<file path="src/rtl/pb_pkg.sv">
package pb_pkg;
    localparam int PB_BYTE_W  = 8;
    localparam int PB_SHIFT_W = 2;
    localparam int PB_CNT_W   = 2 * PB_BYTE_W + (1 << PB_SHIFT_W) - 1;

    typedef struct packed {
        logic                run;
        logic                hold;
        logic                tc;
        logic [PB_CNT_W-1:0] cnt;
        logic [PB_CNT_W-1:0] tgt;
    } pb_state_t;
endpackage

</file>
<file path="src/rtl/pb_target_calc.sv">
module pb_target_calc #(
    parameter int BYTE_W  = 8,
    parameter int SHIFT_W = 2,
    parameter int CNT_W   = 2 * BYTE_W + (1 << SHIFT_W) - 1
) (
    input  logic [BYTE_W-1:0]  hi,
    input  logic [BYTE_W-1:0]  lo,
    input  logic [SHIFT_W-1:0] shift,
    output logic [CNT_W-1:0]   target
);
    localparam int BASE_W = 2 * BYTE_W;

    logic [CNT_W-1:0] base_ext;

    always_comb begin
        base_ext = '0;
        base_ext[BASE_W-1:0] = {hi, lo};
        target = base_ext << shift;
    end
endmodule

</file>
<file path="src/rtl/pb_sticky_irq.sv">
module pb_sticky_irq (
    input  logic clk,
    input  logic rst_n,
    input  logic set,
    input  logic clr,
    output logic q
);
    logic q_d, q_q;

    always_comb begin
        q_d = q_q;
        if (clr) q_d = 1'b0;
        if (set) q_d = 1'b1;
    end

    always_ff @(posedge clk) begin
        if (!rst_n) q_q <= 1'b0;
        else        q_q <= q_d;
    end

    assign q = q_q;
endmodule

</file>
<file path="src/rtl/pb_dma_tracker.sv">
module pb_dma_tracker
    import pb_pkg::*;
#(
    parameter int BYTE_W  = PB_BYTE_W,
    parameter int SHIFT_W = PB_SHIFT_W
) (
    input  logic               clk,
    input  logic               rst_n,
    input  logic               pb_enable,
    input  logic               pio_mode,
    input  logic               irq_enable,
    input  logic [BYTE_W-1:0]  count_hi,
    input  logic [BYTE_W-1:0]  count_lo,
    input  logic [SHIFT_W-1:0] frame_shift,
    input  logic               dma_ack,
    input  logic               irq_clear,
    output logic               dma_req,
    output logic               int_set,
    output logic               pi_set,
    output logic               irq_line
);
    localparam int CNT_W = PB_CNT_W;

    pb_state_t        st_d, st_q;
    logic [CNT_W-1:0] tgt_new;
    logic             accepted;
    logic             hit;

    pb_target_calc #(
        .BYTE_W (BYTE_W),
        .SHIFT_W(SHIFT_W),
        .CNT_W  (CNT_W)
    ) u_tgt (
        .hi    (count_hi),
        .lo    (count_lo),
        .shift (frame_shift),
        .target(tgt_new)
    );

    // Request: running, not in the post-completion gap, target usable
    always_comb begin
        dma_req = st_q.run && !st_q.hold && !(irq_enable && (st_q.tgt == '0));
    end

    always_comb begin
        accepted = dma_ack && dma_req;
        hit      = irq_enable && ((st_q.cnt + CNT_W'(1)) == st_q.tgt);
        st_d      = st_q;
        st_d.tc   = 1'b0;
        st_d.hold = 1'b0;
        if (!st_q.run) begin
            if (pb_enable && !pio_mode) begin
                st_d.run = 1'b1;
                st_d.cnt = '0;
                st_d.tgt = tgt_new;
            end
        end else if (!pb_enable) begin
            st_d.run = 1'b0;
        end else if (accepted) begin
            if (hit) begin
                st_d.cnt  = '0;
                st_d.tgt  = tgt_new;
                st_d.hold = 1'b1;
                st_d.tc   = 1'b1;
            end else begin
                st_d.cnt = st_q.cnt + CNT_W'(1);
            end
        end
    end

    always_ff @(posedge clk) begin
        if (!rst_n) st_q <= '0;
        else        st_q <= st_d;
    end

    pb_sticky_irq u_irq (
        .clk  (clk),
        .rst_n(rst_n),
        .set  (st_d.tc),
        .clr  (irq_clear),
        .q    (irq_line)
    );

    assign int_set = st_q.tc;
    assign pi_set  = st_q.tc;
endmodule

</file>
<file path="config.mk">
export PLATFORM = sky130hd
export DESIGN_NAME = pb_dma_tracker
export DESIGN_NICKNAME = d
export VERILOG_FILES = /design/src/rtl/pb_pkg.sv /design/src/rtl/pb_target_calc.sv /design/src/rtl/pb_sticky_irq.sv /design/src/rtl/pb_dma_tracker.sv
export SDC_FILE = /design/constraint.sdc
export NUM_CORES = 1
export LEC_CHECK = 0
export BUFFER_PORTS_ARGS = -buffer_cell sky130_fd_sc_hd__buf_2
export CORE_MARGIN = 2
export CORE_UTILIZATION = 45
export DETAILED_ROUTE_END_ITERATION = 6
export GPL_TIMING_DRIVEN = 0
export PLACE_DENSITY = 0.73
export SLEW_MARGIN = 15
export SYNTH_ARGS = -nofsm -noshare
export SYNTH_HDL_FRONTEND = slang
export SYNTH_SLANG_ARGS = --single-unit
</file>
<file path="constraint.sdc">
create_clock -name clk -period 4.96 [get_ports clk]
set_clock_uncertainty 0.2 [all_clocks]
set_input_delay 0.496 -clock clk [delete_from_list [all_inputs] [get_ports clk]]
set_output_delay 0.496 -clock clk [all_outputs]
set_load 0.05 [all_outputs]
</file>
# [Yosys cells after proc, flatten, opt, wreduce, memory -nomap -nowiden]
# Cells that the tools add are included.
[totals] ff_bits=42
[op_classes] addsub=1 eq_ne=4 shifts=1 muxes=13 reduce_logical=15
[op_table] operator="39-bit 2-to-1 mux" count=2
[op_table] operator="38-bit 2-to-1 mux" count=2
[op_table] operator="19-bit 2-to-1 mux" count=2
[op_table] operator="19-bit by 1-bit adder with 19-bit output (second input constant)" count=1
[op_table] operator="19-bit equality test" count=1
[op_table] operator="19-bit zero test" count=1
[op_table] operator="16-bit by 2-bit left shift with 19-bit output" count=1
[op_table] operator="4-bit AND reduction" count=2
[op_table] operator="1-bit logical AND" count=6
[op_table] operator="1-bit 2-to-1 mux" count=6
[op_table] operator="2-bit by 1-bit inequality test with 1-bit output (second input constant)" count=2
[op_table] operator="2-bit nonzero test" count=2
[op_table] operator="1-bit zero test" count=3
[op_table] operator="3-bit AND reduction" count=1
[op_table] operator="2-bit 2-to-1 mux" count=1
[op_table] operator="2-bit inequality test (second input constant)" count=1

# [Logic depth before layout (Yosys ltp)]
[logic_depth] depth_word=9 mapped_depth=12

# [By module]
# A second synthesis with hierarchy kept.
[unflattened] cells_unflattened=343 area_unflattened_um2=2937.8
[modules_own_cells] module="pb_dma_tracker" instances=1 cells_per_inst=299 area_per_inst_um2=2501.1 seq_area_each_um2=820.8
[modules_own_cells] module="pb_target_calc" instances=1 cells_per_inst=41 area_per_inst_um2=395.4 seq_area_each_um2=0.0
[modules_own_cells] module="pb_sticky_irq" instances=1 cells_per_inst=3 area_per_inst_um2=41.3 seq_area_each_um2=20.0

# [Least setup slack after synthesis]
# OpenSTA, ideal clock, no wires.
[synth_path] path_kind="input to register" startpoint="input port irq_enable" endpoint="register st_q[18] in the netlist's numbering" setup_time_ns=0.070 arrival_ns=3.250 required_time_ns=4.690 path_slack_ns=1.440 path_stages=10 n_path_buf=2 cell_sequence="nor4b_1 and3_1 a311oi_1 and3_1 clkbuf_1 nand2_1 nor4_2 a31oi_2 buf_6 o2bb2ai_1"
[synth_between] elab_chain_len=6 word_cells_on_any_way=8
[synth_rtl] item="start, declared" line_no="pb_dma_tracker.sv:11" source="input logic irq_enable,"
[synth_rtl] item="1-bit logical AND" line_no="pb_dma_tracker.sv:42" source="dma_req = st_q.run && !st_q.hold && !(irq_enable && (st_q.tgt == '0));"
[synth_rtl] item="1-bit zero test" line_no="pb_dma_tracker.sv:42"
[synth_rtl] item="1-bit logical AND" line_no="pb_dma_tracker.sv:42"
[synth_rtl] item="named net dma_req" line_no="pb_dma_tracker.sv:17" source="output logic dma_req,"
[synth_rtl] item="1-bit logical AND" line_no="pb_dma_tracker.sv:46" source="accepted = dma_ack && dma_req;"
[synth_rtl] item="2-bit by 1-bit inequality test with 1-bit output (no source line)"
[synth_rtl] item="4-bit AND reduction (no source line)"
[synth_rtl] item="end signal, assigned" line_no="pb_dma_tracker.sv:73" source="else st_q <= st_d;"
[synth_rtl] item="end, declared" line_no="pb_dma_tracker.sv:24" source="pb_state_t st_d, st_q;"
# The timed path passes the listed nets, and every way through them passes these cells.
# A chain may end at the register's enable or synchronous reset.

# [Worst setup path in the final report]
[layout_path] startpoint="register st_q[19] in the netlist's numbering" endpoint="register st_q[30] in the netlist's numbering"
[layout_between] elab_chain_len=7
[layout_rtl] item="19-bit by 1-bit adder with 19-bit output *" line_no="pb_dma_tracker.sv:47, pb_dma_tracker.sv:66"
[layout_rtl] item="19-bit equality test" line_no="pb_dma_tracker.sv:47" source="hit = irq_enable && ((st_q.cnt + CNT_W'(1)) == st_q.tgt);"
[layout_rtl] item="1-bit logical AND" line_no="pb_dma_tracker.sv:47"
[layout_rtl] item="19-bit 2-to-1 mux *" line_no="pb_dma_tracker.sv:60" source="if (hit) begin"
[layout_rtl] item="39-bit 2-to-1 mux *" line_no="pb_dma_tracker.sv:59" source="end else if (accepted) begin"
[layout_rtl] item="39-bit 2-to-1 mux *" line_no="pb_dma_tracker.sv:57" source="end else if (!pb_enable) begin"
[layout_rtl] item="38-bit 2-to-1 mux *" line_no="pb_dma_tracker.sv:51" source="if (!st_q.run) begin"
# Every way passes the cells marked *; elsewhere a longest branch is shown, timed or not. The select of a mux whose other input is x is not followed.

==> flow_summary.ini <==
[die]
io_pins = 29
die_x_um = 83.8
rows = 29
die_h_um = 83.8
coreArea_um2 = 6240
die_area_um2 = 7020
start_util = 0.459

[logic_synthesis]
syn_nets = 359
synth.distinct_cells = 57
synth_area_um2 = 2860
ys_async_sr_fraction = 0
syn_avg_cell_area_um2 = 8.60
yosys_register_bits = 42
ys.flop_type = dfxtp_1
synth_warnings = 0
netlist_instances = 333
yosysSeqAreaShare = 0.294
synth_edf_count = 0

[cts]
htreeDepth = 2
clock-root-buffer = clkbuf_8
cts_setup_buffers = 0
ctsResizeCount = 0
clk_path_buf_depth = 2
cts_sinks = 42
cts_tree = done
numCtsBuffers = 5
insertion_delay_ns = 0.30
hold_buffers = 0
clk_pin_slew_ns = 0.09

[layout]
drive_above_1_share = 0.183
diodes = 0
seq_area_um2 = 841
finish.utilization = 0.511
fillerInstances = 612
layout_commonest_cell = dfxtp_1
multi_input_area_um2 = 1830
synthToLayoutAreaGrowth_pct = 11.4
final_cell_mix = dfxtp_1, buf_2, nand2_1, nor2_1, o2bb2ai_1
nNetsFinal = 392

[route]
route.detailed.drc = 0
wl_met3_um = 345
vias_per_cell = 5.92
drt_pass1_iterations = 6
met1_length_um = 3110
post_drt_wl_per_cell_um = 15.5
postRouteAntennaNets = 0
vias = 2630
wl_met2_um = 3270
drtIter0Drc = 278
drt_wl_total_um = 6900
route.top_layer_used = met4

[setup_path]
crit_buf_inv = 2
worstSetupEndpointType = register
slowest_delay_ns = 0.48
worstPathCellList = ha_1, and3_1, buf_2, nand4_1, xnor2_1, o32ai_1, o21ai_0, nor3_1, a21oi_1, clkbuf_1, and2_1
cp_data_arrival_time_ns = 3.63
crit_fanout = 10
timing.reg2reg.setup_slack_ns = 1.37
critPathKind = reg2reg
cp_slowest_cell = a21oi_1
cp_top_family = compound AO/OA/AOI/OAI gates
startpoint_type = register
required_ns = 5.00

[flow_run]
cap_violations = 0

[sta]
fmax_mhz = 278
fin_crit_sh = 0.724
drv_slew = 0
layout_min_cycle_time_ns = 3.59
tightest_slew_ns = 0.559
fin_setup_tns_ns = 0
slew_headroom = 0.627
setup_viol = 0
hold_viol_final = 0
rsz0062_at_grt = false

[placement]
gp_congestion = 0.926
io_buffer_count = 26
dp_hpwl_um = 5340

[grt]
grt_pass1_wl_um = 11500
overflow = 0
grt_pass1_vias = 2429
grt_max_degree = 15
grt_usage = 0.199
antenna_found_initial = 0

[worst_hold_path]
hp-class = in2reg

[status]
outcome = complete, no violations

[power_and_ir_drop]
power.density_nw_per_um2 = 222
ir_worst_vdd_mv = 0.146
p_leak_uw = 0.00128
## per-layer routing
layer	global-route usage	up-vias
met5	0	-
met2	0.338	83
met1	0.258	1226
met3	0.0267	21
li1	-	1300
met4	0.0704	0
## layout make-up
| cell class | count | area share |
|---|---|---|
| Buffer | 25 | 0.0412 |
| Clock buffer | 6 | 0.0259 |
| Clock inverter | 2 | 0.00510 |
| Inverter | 17 | 0.0200 |
| Multi-Input combinational cell | 249 | 0.573 |
| Sequential cell | 42 | 0.264 |
| Tap cell | 77 | 0.0302 |
| Timing Repair Buffer | 26 | 0.0408 |
## per-stage QoR
step | total power (uW) | setup WS (ns) | instance area [um^2] | hold slack [ns] | std cells
4_1_cts | 710 | 1.35 | 3190 | 0.177 | 444
5_1_grt | 736 | 1.09 | 3190 | 0.182 | 444
3_5_place_dp | 469 | 1.38 | 3090 | 0.272 | 436
3_3_place_gp | 468 | 1.42 | 3090 | 0.267 | 436
2_1_floorplan | 437 | 1.44 | 2860 | 0.242 | 333
6_report | 709 | 1.37 | 3190 | 0.179 | 444
## kinds of logic (layout without fill, tap and decap cells)
group	Yosys count	count (layout)	synth area share
and+or+nand+nor	125	125	0.253
DFF	42	42	0.294
buffers and inverters	42	76	0.0682
adders and majority gates	1	1	0.00437
AOI/OAI and AO/OA	76	76	0.200
xor gates and xnor gates	30	30	0.0966
muxes	17	17	0.0839
## worst reg2reg max path, delay by kind of cell, from the launching register on
kind                       cells  cell delay, ns
AOI/OAI and AO/OA              3            1.02
adders and majority gates      1            0.32
buffers and inverters          2            0.63
DFF                            1            0.46
xor gates and xnor gates       1            0.20
and+or+nand+nor                4            0.71
## flip-flops by register name (all words and copies together) (netlist names)
| name | count |
|---|---|
| u_irq.q | 1 |
| int_set | 1 |
| st_q | 40 |
## power by group
part           total (uW)  switching, uW  internal (uW)
clock                 245            131            115
combinational         107           58.0           49.4
sequential            356           10.5            345
## cells in the mapped netlist (7+ instances only)
cell type	instances	area (um^2)
nor2_1	20	75.1
clkbuf_1	10	37.5
dfxtp_1	42	841
o21ai_0	12	60.1
and3_1	9	56.3
and2_1	8	50.1
xnor2_1	16	140
nand2_1	23	86.3
a21oi_1	15	75.1
o2bb2ai_1	19	166
nand4_1	7	43.8
buf_2	9	45.0
inv_1	17	63.8
xor2_1	13	114
nand3_1	12	60.1
nor4_1	10	62.6
## path summary, 6_finish.rpt
path,endpoint,from,cells past startpoint
worst max-delay path,st_q[30],st_q[19],11
worst min-delay path,st_q[40],pio_mode,2
worst max register to register,st_q[30],st_q[19],11
worst min register to register,st_q[40],st_q[40],2
(Power assumes the default switching activity.)
